File: src/rtl/alarm_pin_pkg.sv
package alarm_pin_pkg;

  // register offsets; software decodes these
  localparam int CTRL_OFS = 14;
  localparam int STAT_OFS = 15;

  // square-wave rate field, bits 4:3 of the control byte
  typedef enum logic [1:0] {
    RATE_SLOW = 2'b00,
    RATE_DIV8 = 2'b01,
    RATE_DIV4 = 2'b10,
    RATE_PASS = 2'b11
  } rate_e;

  typedef struct packed {
    logic  oscStop;   // 1 stops the oscillator
    rate_e rate;
    logic  routeIrq;  // 1: pin B carries alarm 2 interrupt
    logic  a2En;
    logic  a1En;
  } ctrl_t;

  localparam ctrl_t CTRL_RST = '{oscStop: 1'b0, rate: RATE_PASS,
                                 routeIrq: 1'b0, a2En: 1'b0, a1En: 1'b0};

  // strobes from register decode to the datapath
  typedef struct packed {
    logic       wrCtrl;
    ctrl_t      ctrlWord;
    logic       clrOsf;
    logic [1:0] clrAlarm;
    logic       rdCtrl;
    logic       rdStat;
  } regStb_t;

endpackage

File: src/rtl/alarm_pin_ctrl.sv
module alarm_pin_ctrl
  import alarm_pin_pkg::*;
#(
  parameter int ADDR_W = 4
) (
  input  logic              regWrEn,
  input  logic [ADDR_W-1:0] regAddr,
  input  logic [7:0]        regWrData,
  output regStb_t           stb
);

  logic hitCtrl;
  logic hitStat;
  logic unusedRsv;

  assign hitCtrl   = (regAddr == ADDR_W'(CTRL_OFS));
  assign hitStat   = (regAddr == ADDR_W'(STAT_OFS));
  assign unusedRsv = ^regWrData[6:5];

  always_comb begin
    stb             = '0;
    stb.rdCtrl      = hitCtrl;
    stb.rdStat      = hitStat;
    stb.wrCtrl      = regWrEn && hitCtrl;
    stb.ctrlWord    = ctrl_t'({regWrData[7], regWrData[4:0]});
    stb.clrOsf      = regWrEn && hitStat && !regWrData[7];
    stb.clrAlarm[0] = regWrEn && hitStat && !regWrData[0];
    stb.clrAlarm[1] = regWrEn && hitStat && !regWrData[1];
  end

endmodule

File: src/rtl/alarm_pin_dp.sv
module alarm_pin_dp
  import alarm_pin_pkg::*;
#(
  parameter int SLOW_DIV_LOG2 = 15
) (
  input  logic       clk,
  input  logic       rstN,
  input  regStb_t    stb,
  input  logic       alarm1Hit,
  input  logic       alarm2Hit,
  input  logic       oscRunning,
  input  logic       slowClkLvl,
  output ctrl_t      ctrlQ,
  output logic       flagOsf,
  output logic       flagA2,
  output logic       flagA1,
  output logic [7:0] rdData,
  output logic       intAN,
  output logic       sqwIntBN,
  output logic       oscEnable
);

  localparam int CNT_W     = SLOW_DIV_LOG2;
  localparam int N_ALARMS  = 2;

  logic [N_ALARMS-1:0] alarmHit;
  logic [N_ALARMS-1:0] alarmFlag;
  logic                oscHalted;
  logic                slowQ;
  logic                slowRise;
  logic [CNT_W-1:0]    divCnt;
  logic [3:0]          rateTap;
  logic                sqwLevel;
  logic                reqA;
  logic                reqB;

  // control register
  always_ff @(posedge clk or negedge rstN) begin
    if (!rstN)           ctrlQ <= CTRL_RST;
    else if (stb.wrCtrl) ctrlQ <= stb.ctrlWord;
  end

  // sticky alarm flags, set has priority over clear
  assign alarmHit = {alarm2Hit, alarm1Hit};

  for (genvar g = 0; g < N_ALARMS; g++) begin : g_flag
    always_ff @(posedge clk or negedge rstN) begin
      if (!rstN)                  alarmFlag[g] <= 1'b0;
      else if (alarmHit[g])       alarmFlag[g] <= 1'b1;
      else if (stb.clrAlarm[g])   alarmFlag[g] <= 1'b0;
    end
  end

  assign flagA1 = alarmFlag[0];
  assign flagA2 = alarmFlag[1];

  // oscillator-stop flag
  assign oscHalted = !oscRunning || ctrlQ.oscStop;

  always_ff @(posedge clk or negedge rstN) begin
    if (!rstN)           flagOsf <= 1'b1;
    else if (oscHalted)  flagOsf <= 1'b1;
    else if (stb.clrOsf) flagOsf <= 1'b0;
  end

  // square-wave divider on rising edges of the slow level
  assign slowRise = slowClkLvl && !slowQ;

  always_ff @(posedge clk or negedge rstN) begin
    if (!rstN) begin
      slowQ  <= 1'b0;
      divCnt <= '0;
    end else begin
      slowQ <= slowClkLvl;
      if (slowRise) divCnt <= divCnt + 1'b1;
    end
  end

  // index matches rate_e encoding
  assign rateTap  = {slowQ, divCnt[1], divCnt[2], divCnt[CNT_W-1]};
  assign sqwLevel = rateTap[ctrlQ.rate];

  // pin routing
  assign reqA = (flagA1 && ctrlQ.a1En) || (flagA2 && ctrlQ.a2En && !ctrlQ.routeIrq);
  assign reqB = flagA2 && ctrlQ.a2En;

  assign intAN     = !reqA;
  assign sqwIntBN  = ctrlQ.routeIrq ? !reqB : sqwLevel;
  assign oscEnable = !ctrlQ.oscStop;

  // read mux
  always_comb begin
    rdData = 8'h00;
    if (stb.rdCtrl)
      rdData = {ctrlQ.oscStop, 2'b00, ctrlQ.rate, ctrlQ.routeIrq, ctrlQ.a2En, ctrlQ.a1En};
    else if (stb.rdStat)
      rdData = {flagOsf, 5'b00000, flagA2, flagA1};
  end

endmodule

File: src/rtl/alarm_pin_router.sv
module alarm_pin_router
  import alarm_pin_pkg::*;
#(
  parameter int ADDR_W        = 4,
  parameter int SLOW_DIV_LOG2 = 15
) (
  input  logic              clk,
  input  logic              rstN,
  input  logic              regWrEn,
  input  logic [ADDR_W-1:0] regAddr,
  input  logic [7:0]        regWrData,
  output logic [7:0]        regRdData,
  input  logic              alarm1Hit,
  input  logic              alarm2Hit,
  input  logic              oscRunning,
  input  logic              slowClkLvl,
  output logic              intAN,
  output logic              sqwIntBN,
  output logic              oscEnable
);

  regStb_t stb;
  ctrl_t   ctrlQ;
  logic    flagOsf;
  logic    flagA2;
  logic    flagA1;

  alarm_pin_ctrl #(.ADDR_W(ADDR_W)) u_ctrl (
    .regWrEn  (regWrEn),
    .regAddr  (regAddr),
    .regWrData(regWrData),
    .stb      (stb)
  );

  alarm_pin_dp #(.SLOW_DIV_LOG2(SLOW_DIV_LOG2)) u_dp (
    .clk       (clk),
    .rstN      (rstN),
    .stb       (stb),
    .alarm1Hit (alarm1Hit),
    .alarm2Hit (alarm2Hit),
    .oscRunning(oscRunning),
    .slowClkLvl(slowClkLvl),
    .ctrlQ     (ctrlQ),
    .flagOsf   (flagOsf),
    .flagA2    (flagA2),
    .flagA1    (flagA1),
    .rdData    (regRdData),
    .intAN     (intAN),
    .sqwIntBN  (sqwIntBN),
    .oscEnable (oscEnable)
  );

endmodule

File: config.mk
export PLATFORM = sky130hd
export DESIGN_NAME = alarm_pin_router
export DESIGN_NICKNAME = d
export VERILOG_FILES = /design/src/rtl/alarm_pin_pkg.sv /design/src/rtl/alarm_pin_ctrl.sv /design/src/rtl/alarm_pin_dp.sv /design/src/rtl/alarm_pin_router.sv
export SDC_FILE = /design/constraint.sdc
export NUM_CORES = 1
export LEC_CHECK = 0
export BUFFER_PORTS_ARGS = -buffer_cell sky130_fd_sc_hd__buf_2
export CORE_MARGIN = 3
export CORE_UTILIZATION = 40
export CTS_BUF_LIST = sky130_fd_sc_hd__clkbuf_2 sky130_fd_sc_hd__clkbuf_4 sky130_fd_sc_hd__clkbuf_8
export DETAILED_ROUTE_END_ITERATION = 7
export SLEW_MARGIN = 20
export SYNTH_ARGS = -nofsm -noshare
export SYNTH_HDL_FRONTEND = slang
export SYNTH_SLANG_ARGS = --single-unit
File: constraint.sdc
create_clock -name clk -period 2.9 [get_ports clk]
set_clock_uncertainty 0.15 [all_clocks]
set_input_delay 0.29 -clock clk [delete_from_list [all_inputs] [get_ports clk]]
set_output_delay 0.29 -clock clk [all_outputs]
set_load 0.1 [all_outputs]
# Yosys cells after proc, flatten, opt, wreduce, memory -nomap -nowiden
# Index checks and enable logic that the tools add are counted.
# classes
n_addsub	1
order_cmp	1
eq_ne	2
n_mux	11
n_reduce_logical	23
# op_table
cell	count
$mux W8	2
$add A15 B1 Y15 const B	1
$logic_and A1 B1 Y1	9
$logic_not A1 Y1	9
$eq A4 B4 Y1 const B	2
$mux W1	8
$reduce_bool A2 Y1	3
$lt A2 B3 Y1 const B	1
$bmux W1 S2	1
$logic_or A1 B1 Y1	2
# totals
register_bits	25
wordCells	48

# Longest topological paths before layout
# depth
depth_word	5
mapped_depth	4
depth_no_buf	4

# Hierarchy
# A second synthesis with hierarchy kept.
# unflattened
hier_cells	110
area_unflattened_um2	1285.0
# by_module_without_submodules
module	n_inst	cells_per_inst	area_each_um2	seq_area_each_um2
alarm_pin_dp	1	95	1169.9	629.4
alarm_pin_ctrl	1	15	115.1	0.0

# Least setup slack after synthesis
# No wires, ideal clock.
# synth_path
path_type	input to output
from	in regAddr[0]
to	out regRdData[0]
t_arrival_ns	1.941
slack_ns	0.519
path_stages	3
path_cell_list	clkbuf_1 mux2i_1 nor2_1
# synth_via
elab_chain_cells	3
# synth_lines
element	line	rtl
start, declared	alarm_pin_router.sv:10	input logic [ADDR_W-1:0] regAddr,
$eq A4 B4 Y1	alarm_pin_ctrl.sv:17	assign hitStat = (regAddr == ADDR_W'(STAT_OFS));
$mux W8	alarm_pin_dp.sv:96	else if (stb.rdStat)
$mux W8 *	alarm_pin_dp.sv:94	if (stb.rdCtrl)
end, declared	alarm_pin_router.sv:12	output logic [7:0] regRdData,
# Mark *: on every way between the ends. The rest lies on a longest branch, timed or not.

# Final worst setup path
# layout_path
from	reg u_dp.ctrlQ[4] (netlist name)
to	out sqwIntBN
# layout_via
elab_chain_cells	3
# layout_lines
element	line	rtl
$bmux W1 S2	alarm_pin_dp.sv:81	assign sqwLevel = rateTap[ctrlQ.rate];
$mux W1 (not written as such)	alarm_pin_dp.sv:81	
$mux W1	alarm_pin_dp.sv:88	assign sqwIntBN = ctrlQ.routeIrq ? !reqB : sqwLevel;
end, declared	alarm_pin_router.sv:18	output logic sqwIntBN,
# No other way between the ends. The select of a mux whose other input is x is not followed.

==> out/results.tsv <==
metric	value	unit
synth_area_leader_cell	dfrtp_1	
grt_pass1_wl	3.44	mm
setup_violations	0	
die_h	61.6	um
cts_tree	done	
cts_buffer_depth	2	
gp_congestion	0.713	
dr.max_layer_used	met4	
tightest_slew	0.558	ns
start_util	0.434	
insertion_delay	0.31	ns
fillers	266	
critPathRequiredTime	2.46	ns
die_area	3800	um^2
drv_cap	0	
io_pins	30	
fin_crit_sh	0.815	
grt_pass1_vias	814	
synth-edff-count	0	
cts_buffers	3	
die_w	61.6	um
yosysMostFrequentCell	dfrtp_1	
combPwrFrac	0.319	
ys_seq_area_frac	0.509	
root_buffer	clkbuf_4	
drive_gt1_frac	0.319	
yosysUniqueCellTypes	29	
tns	0	ns
synth_common_cells	dfrtp_1 (22), xor2_1 (11), nor2_1 (8)	
dp_slack	0.882	ns
syn_area	1240	um^2
status	complete, no violations	
drc	0	
critPathKind	register to output pin	
cts_max_level	1	
route.detailed.vias_per_inst	5.14	
hold_viol	0	
hold_class	primary input to register	
cp-end-kind	output pin	
min_period	2.36	ns
ir_drop	443	uV
syn_area_per_cell	11.9	um^2
met3_length	99	um
fin_area	1460	um^2
synthTopCellsByArea	dfrtp_1 (44%), xor2_1 (7.8%), dfstp_2 (6.4%), nor4_2 (4.0%), mux2_1 (3.6%)	
wl_met2	1.02	mm
fin_nets	156	
grt.total_usage	0.123	
max_slew_margin	0.628	
synth.top_cell.area_share	0.445	
leakage	0.709	nW
worstPathArrival	1.92	ns
grt-ovfl-total	0	
p_int	571	uW
ys_warn_count	0	
met1_length	971	um
seqPwrFrac	0.513	
vias	853	
wire_per_inst	12.8	um
cts.sinks	25	
hold_ws	0.0348	ns
numPortBuffers	25	
synth_seq_cells	25	
power.density	651	nW/um^2
clock.fmax	423	MHz
drv_slew	0	
rsz0062_at_grt	no	
antenna_found_initial	0	
wirelength	2.13	mm
clockPowerShare	0.168	
ant_nets	0	
swShare	0.397	
synthFlopType	dfrtp_1	
rows	19	
core	2850	um^2
worstPathMaxFanout	3	
synthCells	104	
synthArstFlopShare	1.00	
setup_ws	0.537	ns
min_path_cells	2	
cp-start-kind	register	
diodes	0	
p_sw	377	uW
grt_max_degree	26	
drt_iter0_drc	24	
clkTransAtPathRegs	0.13	ns
hpwl	1.65	mm
r2r_cells	4	
place_area	1390	um^2
first_pass_iters	4	
area_delta_synth_final	17.7	%
-- metrics by stage --
step                      std cells  power [mW]   util
after floorplan                 105       0.735      -
after CTS                       166       0.964  0.511
after detailed placement        158       0.796  0.486
after global placement          158       0.784  0.486
final                           166       0.948  0.511
after global routing            166        1.01  0.511
-- flip-flops by register name, summed over array words and instances (netlist names) --
name          count
u_dp.ctrlQ        6
u_dp.divCnt      15
u_dp.flagA1       1
u_dp.flagA2       1
u_dp.flagOsf      1
u_dp.slowQ        1
-- metal layers --
layer,vias up,global-route usage
met5,-,0
met1,403,0.148
met2,25,0.215
met3,4,0.0189
met4,0,0.0545
li1,421,-
-- timing repair --
action | 4_1_cts | 5_1_grt
hold endpoints to repair | 25 | 0
resized for setup | 0 | 0
hold buffers | 4 | 0
setup buffers | 0 | 0
-- kinds of logic after synthesis --
logic type,Yosys count,synth area share
other cells,1,0.00303
simple gates,40,0.214
compound gates,4,0.0222
fa+ha+maj,1,0.0101
flops,25,0.509
mux,12,0.115
buf+inv,7,0.0273
xor+xnor,14,0.0991
-- layout by cell type, fill, tap and decap left out, types with 2 or more instances in the layout --
master,n
xnor2_1,3
and2_1,3
nand4_1,2
buf_2,25
nor4_2,4
mux2_2,4
nor2_1,8
nand3_1,6
clkbuf_4,4
dfrtp_1,22
xor2_1,11
mux2_1,4
dfstp_2,3
conb_1,2
mux2i_1,3
nor3_1,4
nand2b_1,2
inv_1,4
nand2_1,5
o31ai_1,3
dlygate4sd3_1,4
-- worst paths after layout --
path                                startpoint               to  slack (ns)
worst min register to register  u_dp.divCnt[9]   u_dp.divCnt[9]        0.33
max in group asynchronous                 rstN     u_dp.flagOsf        1.89
min in group asynchronous                 rstN      u_dp.flagA2        0.34
worst max-delay path             u_dp.ctrlQ[4]         sqwIntBN        0.54
worst max register to register  u_dp.divCnt[1]  u_dp.divCnt[14]        1.29
worst min-delay path                 alarm1Hit      u_dp.flagA1        0.03
-- power groups by stage --
stage                     Clock (mW)  Combinational [mW]  Sequential [mW]
after global placement             0               0.295            0.490
after CTS                      0.169               0.307            0.488
after detailed placement           0               0.302            0.494
final                          0.159               0.302            0.487
after floorplan                    0               0.257            0.478
after global routing           0.184               0.324            0.497
-- critical path, stage by stage (launching register included) --
cell and delay, ns:
dfstp_2 0.57, mux4_2 0.49, mux2_2 0.27, buf_2 0.29
-- final cells by class --
| class | count | area (um^2) | share of cell area |
|---|---|---|---|
| multi-input combinational | 73 | 578 | 0.397 |
| timing repair buffer | 29 | 165 | 0.113 |
| clock buffer | 4 | 30.0 | 0.0206 |
| sequential | 25 | 629 | 0.432 |
| tap | 31 | 38.8 | 0.0266 |
| inverter | 4 | 15.0 | 0.0103 |
No activity file was read; power rests on OpenSTA's default activity.
